File: config.mk
export PLATFORM = sky130hd
export DESIGN_NAME = bcd_string_alu
export DESIGN_NICKNAME = d
export VERILOG_FILES = /design/src/rtl/bcdu_pkg.sv /design/src/rtl/bcd_byte_alu.sv /design/src/rtl/bcd_seq_ctrl.sv /design/src/rtl/bcd_string_alu.sv
export SDC_FILE = /design/constraint.sdc
export NUM_CORES = 1
export LEC_CHECK = 0
export ABC_AREA = 1
export BUFFER_PORTS_ARGS = -buffer_cell sky130_fd_sc_hd__buf_2
export CORE_ASPECT_RATIO = 0.5
export CORE_MARGIN = 4
export CORE_UTILIZATION = 60
export CTS_BUF_LIST = sky130_fd_sc_hd__clkbuf_2
export CTS_CLUSTER_DIAMETER = 200
export DETAILED_ROUTE_END_ITERATION = 6
export PLACE_DENSITY = 0.82
export SYNTH_ARGS = -nofsm -noshare
export SYNTH_HDL_FRONTEND = slang
export SYNTH_SLANG_ARGS = --single-unit
File: constraint.sdc
create_clock -name clk -period 9.8 [get_ports clk]
set_clock_uncertainty 0.15 [all_clocks]
set_input_delay 0.49 -clock clk [delete_from_list [all_inputs] [get_ports clk]]
set_output_delay 0.49 -clock clk [all_outputs]
set_load 0.1 [all_outputs]
File: src/rtl/bcdu_pkg.sv
package bcdu_pkg;

    typedef enum logic [2:0] {
        PH_IDLE,
        PH_RD_DST,
        PH_RD_SRC,
        PH_WR,
        PH_FIN
    } phase_e;

    typedef struct packed {
        logic string_mode;
        logic sub;
    } op_t;

    typedef struct packed {
        logic [7:0] bcd;
        logic       cout;
    } byte_res_t;

    function automatic op_t decode_op(input logic [1:0] sel);
        op_t o;
        o.string_mode = sel[1];
        o.sub         = sel[0];
        return o;
    endfunction

    function automatic logic [6:0] bcd_val(input logic [7:0] b);
        return 7'(b[7:4]) * 7'd10 + 7'(b[3:0]);
    endfunction

    function automatic logic [7:0] val_bcd(input logic [6:0] v);
        logic [6:0] tens;
        logic [6:0] units;
        tens  = v / 7'd10;
        units = v - tens * 7'd10;
        return {tens[3:0], units[3:0]};
    endfunction

    function automatic logic digits_ok(input logic [7:0] b);
        return (b[7:4] <= 4'd9) && (b[3:0] <= 4'd9);
    endfunction

endpackage

File: src/rtl/bcd_byte_alu.sv
module bcd_byte_alu
    import bcdu_pkg::*;
(
    input  logic       sub,
    input  logic [7:0] lhs,
    input  logic [7:0] rhs,
    input  logic       cin,
    output byte_res_t  res
);

    logic [7:0] lv;
    logic [7:0] rv;
    logic [7:0] sum;
    logic [7:0] need;
    logic [7:0] val;

    always_comb begin
        lv   = {1'b0, bcd_val(lhs)};
        rv   = {1'b0, bcd_val(rhs)};
        sum  = lv + rv + {7'd0, cin};
        need = rv + {7'd0, cin};
        if (!sub) begin
            res.cout = (sum >= 8'd100);
            val      = res.cout ? (sum - 8'd100) : sum;
        end else begin
            res.cout = (need > lv);
            val      = res.cout ? (lv + 8'd100 - need) : (lv - need);
        end
        res.bcd = val_bcd(val[6:0]);
    end

endmodule

File: src/rtl/bcd_seq_ctrl.sv
module bcd_seq_ctrl
    import bcdu_pkg::*;
#(
    parameter int ADDR_W = 7,
    parameter int LEN_W  = 8
) (
    input  logic              clk,
    input  logic              rst,
    input  logic              start,
    input  logic [ADDR_W-1:0] dst_ptr,
    input  logic [ADDR_W-1:0] src_ptr,
    input  logic [LEN_W-1:0]  span,
    output phase_e            phase,
    output logic [ADDR_W-1:0] addr,
    output logic              accept,
    output logic              first_byte,
    output logic              last_byte
);

    localparam logic [ADDR_W-1:0] ADDR_STEP = ADDR_W'(1);
    localparam logic [LEN_W-1:0]  LEN_STEP  = LEN_W'(1);

    logic [ADDR_W-1:0] dst_cur;
    logic [ADDR_W-1:0] src_cur;
    logic [LEN_W-1:0]  remain;
    logic              first_q;

    assign accept     = start && (phase == PH_IDLE);
    assign first_byte = first_q;
    assign last_byte  = (remain == '0);
    assign addr       = (phase == PH_RD_SRC) ? src_cur : dst_cur;

    always_ff @(posedge clk) begin
        if (rst) begin
            phase   <= PH_IDLE;
            dst_cur <= '0;
            src_cur <= '0;
            remain  <= '0;
            first_q <= 1'b0;
        end else begin
            case (phase)
                PH_IDLE: begin
                    if (start) begin
                        phase   <= PH_RD_DST;
                        dst_cur <= dst_ptr;
                        src_cur <= src_ptr;
                        remain  <= span;
                        first_q <= 1'b1;
                    end
                end
                PH_RD_DST: phase <= PH_RD_SRC;
                PH_RD_SRC: phase <= PH_WR;
                PH_WR: begin
                    if (remain == '0) begin
                        phase <= PH_FIN;
                    end else begin
                        phase   <= PH_RD_DST;
                        remain  <= remain - LEN_STEP;
                        dst_cur <= dst_cur - ADDR_STEP;
                        src_cur <= src_cur - ADDR_STEP;
                        first_q <= 1'b0;
                    end
                end
                default: phase <= PH_IDLE;
            endcase
        end
    end


    step_order_chk: assert property (@(posedge clk) disable iff (rst)
        (phase == PH_RD_SRC) |-> ($past(phase) == PH_RD_DST));


    hold_base_chk: assert property (@(posedge clk) disable iff (rst)
        (phase == PH_RD_SRC) |-> $stable(dst_cur));

endmodule

File: src/rtl/bcd_string_alu.sv
module bcd_string_alu
    import bcdu_pkg::*;
#(
    parameter int ADDR_W = 7,
    parameter int LEN_W  = 8
) (
    input  logic              clk,
    input  logic              rst,
    input  logic              start,
    input  logic [1:0]        op_sel,
    input  logic [ADDR_W-1:0] dst_ptr,
    input  logic [ADDR_W-1:0] src_ptr,
    input  logic [LEN_W-1:0]  span,
    input  logic [7:0]        acc,
    output logic              busy,
    output logic              done,
    output logic              carry_out,
    output logic              zero_out,
    output logic [ADDR_W-1:0] ram_addr,
    output logic              ram_we,
    output logic [7:0]        ram_wdata,
    input  logic [7:0]        ram_rdata
);

    phase_e     phase;
    logic       accept;
    logic       first_byte;
    logic       last_byte;
    op_t        op_q;
    logic [7:0] acc_q;
    logic [7:0] dst_byte;
    logic [7:0] rhs;
    logic       chain_q;
    logic       zacc_q;
    byte_res_t  res;

    bcd_seq_ctrl #(
        .ADDR_W(ADDR_W),
        .LEN_W (LEN_W)
    ) ctrl_i (
        .clk       (clk),
        .rst       (rst),
        .start     (start),
        .dst_ptr   (dst_ptr),
        .src_ptr   (src_ptr),
        .span      (span),
        .phase     (phase),
        .addr      (ram_addr),
        .accept    (accept),
        .first_byte(first_byte),
        .last_byte (last_byte)
    );

    always_comb begin
        if (op_q.string_mode) rhs = ram_rdata;
        else if (first_byte)  rhs = acc_q;
        else                  rhs = 8'h00;
    end

    bcd_byte_alu alu_i (
        .sub(op_q.sub),
        .lhs(dst_byte),
        .rhs(rhs),
        .cin(chain_q),
        .res(res)
    );

    assign busy      = (phase != PH_IDLE);
    assign done      = (phase == PH_FIN);
    assign ram_we    = (phase == PH_WR);
    assign ram_wdata = res.bcd;

    always_ff @(posedge clk) begin
        if (rst) begin
            op_q      <= '0;
            acc_q     <= '0;
            dst_byte  <= '0;
            chain_q   <= 1'b0;
            zacc_q    <= 1'b1;
            carry_out <= 1'b0;
            zero_out  <= 1'b0;
        end else begin
            if (accept) begin
                op_q    <= decode_op(op_sel);
                acc_q   <= acc;
                chain_q <= 1'b0;
                zacc_q  <= 1'b1;
            end
            if (phase == PH_RD_SRC) dst_byte <= ram_rdata;
            if (phase == PH_WR) begin
                chain_q <= res.cout;
                zacc_q  <= zacc_q && (res.bcd == 8'h00);
                if (last_byte) begin
                    carry_out <= res.cout;
                    zero_out  <= zacc_q && (res.bcd == 8'h00);
                end
            end
        end
    end


    done_pulse_chk: assert property (@(posedge clk) disable iff (rst)
        done |=> !done);


    we_spacing_chk: assert property (@(posedge clk) disable iff (rst)
        ram_we |=> !ram_we);


    busy_entry_chk: assert property (@(posedge clk) disable iff (rst)
        $rose(busy) |-> $past(start));


    flag_update_chk: assert property (@(posedge clk) disable iff (rst)
        !$stable({carry_out, zero_out}) |-> done);


    digit_range_chk: assert property (@(posedge clk) disable iff (rst)
        (ram_we && digits_ok(dst_byte) && digits_ok(rhs)) |-> digits_ok(ram_wdata));


    zero_flag_chk: assert property (@(posedge clk) disable iff (rst)
        (done && zero_out) |-> ($past(ram_wdata) == 8'h00));

endmodule

==> impl_metrics.tcl <==
set metrics [dict create \
    die_x_um 139 \
    dieHeight_um 73.5 \
    grt_setup_unrepaired "no" \
    cts_hold_buf 0 \
    syn_inst 772 \
    grt_overflow 0 \
    hold_depth 3 \
    htreeDepth 2 \
    required_ns 9.16 \
    drive_gt1_frac 0.164 \
    fillCellCount 737 \
    cp_top_family "simple AND/OR/NAND/NOR gates" \
    wirelength_um 11900 \
    hpwl_um 9550 \
    syn_to_final_growth_pct 7.66 \
    cp-startpoint "op_q[1]" \
    drv_slew 0 \
    drc 0 \
    netlist.area_leader.share 0.187 \
    reg2reg_depth 53 \
    vias 4925 \
    final_common_cell "nand2_1" \
    synth_top_cell_by_area "dfxtp_1" \
    placedCellCount 920 \
    multiInputGateArea_mm2 0.00351 \
    cap_violations 0 \
    placementRows 23 \
    first_pass_iters 5 \
    critPathSlowestCell "dfxtp_2" \
    synth-seq-cells 48 \
    wl_per_cell_um 12.8 \
    syn_nets 876 \
    post_cts_resized 0 \
    syn_avg_cell_area_um2 6.66 \
    post-route-period-util 0.908 \
    die_area_mm2 0.0102 \
    drtIter0Drc 348 \
    worst_pin_slew_ns 0.964 \
    cts-root-buf "clkbuf_2" \
    path_buf_inv 11 \
    hold_viol 0 \
    cts_buffer_depth 2 \
    cts_buffers 5 \
    path_class "reg -> out" \
    ys_warn_count 0 \
    clock-sinks 48 \
    place.gp.congestion 0.962 \
    clk_pin_slew_ns 0.25 \
    dpl_cell_area_mm2 0.00547 \
    io_buffers 62 \
    synthDistinctLibCells 42 \
    crit_fanout 11 \
    r2r-end "zero_out" \
    grt_pass1_vias 4601 \
    synth_area_mm2 0.00514 \
    slew_headroom 0.357 \
    critPathMaxStageDelay_ns 0.50 \
    cp-start-kind "flip-flop" \
    cts_tree "built" \
    start_util 0.630 \
    antenna_left 0 \
    synthTopCellsByArea "dfxtp_1 (19%), nand2_1 (12%), ha_1 (12%)" \
    tns_ns 0 \
    cp.depth 51 \
    finalSetupViolations 0 \
    period_needed_ns 8.90 \
    layout.nets 919 \
    antenna_found_initial 0 \
    cp-end-kind "output port" \
    register_area_um2 962 \
    synth-seq-area-share 0.187 \
    clock.fmax_mhz 112 \
    layout_common_cells "nand2_1 (170), inv_1 (132), buf_2 (62)" \
    synth_edf_count 0 \
    cp-endpoint "ram_wdata[3]" \
    routed_via_density 5.31 \
    coreArea_mm2 0.00817 \
    grt_pass1_wl_um 20300 \
    io-pin-count 63 \
    rrSetupSlack_ns 1.77 \
    insertedDiodeCount 0 \
    clk_latency_ns 0.44 \
    ys_dominant_reg_cell "dfxtp_1" \
    r2r_start "op_q[1]" \
    async_reset_ff_frac 0 \
    fin_cells 928 \
    outcome "complete, no violations" \
    final_area_mm2 0.00554 \
    cpMostUsedCell "nand2_1" \
    cp_data_arrival_time_ns 8.26 \
    cts_setup_buffers 0 \
    min_path_type "in -> reg" \
    grt_max_degree 38 \
    grt_usage 0.233 \
]
==> how the worst min path moves through the flow <==
stage	startpoint	to	slack [ns]
floorplan	acc_q[3]	acc_q[3]	0.27
global placement	acc_q[3]	acc_q[3]	0.29
detailed placement	acc_q[3]	acc_q[3]	0.29
CTS	acc[6]	acc_q[6]	0.1
global route	ram_rdata[7]	dst_byte[7]	0.09
finish	acc[6]	acc_q[6]	0.11
==> synth_stat cells (all sizes together), types with 2 or more instances <==
master,number
a21oi,36
inv,142
o21a,3
a211oi,8
a31oi,20
o211ai,2
fa,11
ha,50
clkbuf,17
dfxtp,48
xor2,17
nand2,195
and2,2
nor3,2
xnor2,12
o21ai,60
nand3,65
buf,10
nor4,2
nand3b,6
nor2,48
nand4,10
==> sequential cells by signal, indices dropped and copies added (netlist names) <==
register,count
acc_q,8
carry_out,1
chain_q,1
ctrl_i.dst_cur,7
ctrl_i.first_byte,1
ctrl_i.phase,3
ctrl_i.remain,8
ctrl_i.src_cur,7
dst_byte,8
op_q,2
zacc_q,1
zero_out,1
==> metal layers <==
metal | routed length, µm | track usage
met2 | 5570 | 0.421
met4 | 145 | 0.0597
met1 | 5550 | 0.300
met5 | 0 | 0
met3 | 596 | 0.0332
==> worst reg2reg max path: cells and delay by family, from the launching register on <==
kind	cells	cell delay [ns]
and+or+nand+nor	32	3.56
adders and majority gates	8	2.32
AOI/OAI and AO/OA	2	0.33
buffers and inverters	10	0.82
xor gates and xnor gates	1	0.32
DFF	1	0.50
==> logic make-up (layout without fill, tap and decap cells) <==
| kind of cell | Yosys count | in the layout | synth area share |
|---|---|---|---|
| buf+inv | 169 | 213 | 0.131 |
| flops | 48 | 48 | 0.187 |
| xor+xnor | 29 | 29 | 0.0494 |
| compound gates | 134 | 134 | 0.151 |
| simple gates | 331 | 331 | 0.318 |
| fa+ha+maj | 61 | 61 | 0.164 |
==> stage by stage <==
step / setup WS, ns / hold WS, ns / utilization
6_report: 0.899 / 0.113 / 0.678
5_1_grt: 0.130 / 0.0877 / 0.678
4_1_cts: 0.770 / 0.0985 / 0.678
3_5_place_dp: 1.32 / 0.293 / 0.669
3_3_place_gp: 1.65 / 0.292 / 0.669
2_1_floorplan: 2.35 / 0.275 / -
==> final cells by class <==
type                       instances  share of cell area
clock buffer                       5             0.00452
tap                              112              0.0253
clock inverter                     3             0.00836
sequential                        48               0.174
timing repair buffer              63              0.0574
multi-input combinational        555               0.634
inverter                         142              0.0967
Power is not shown: default switching activity piles up to over one toggle a cycle in this logic, so the estimate is an artifact.
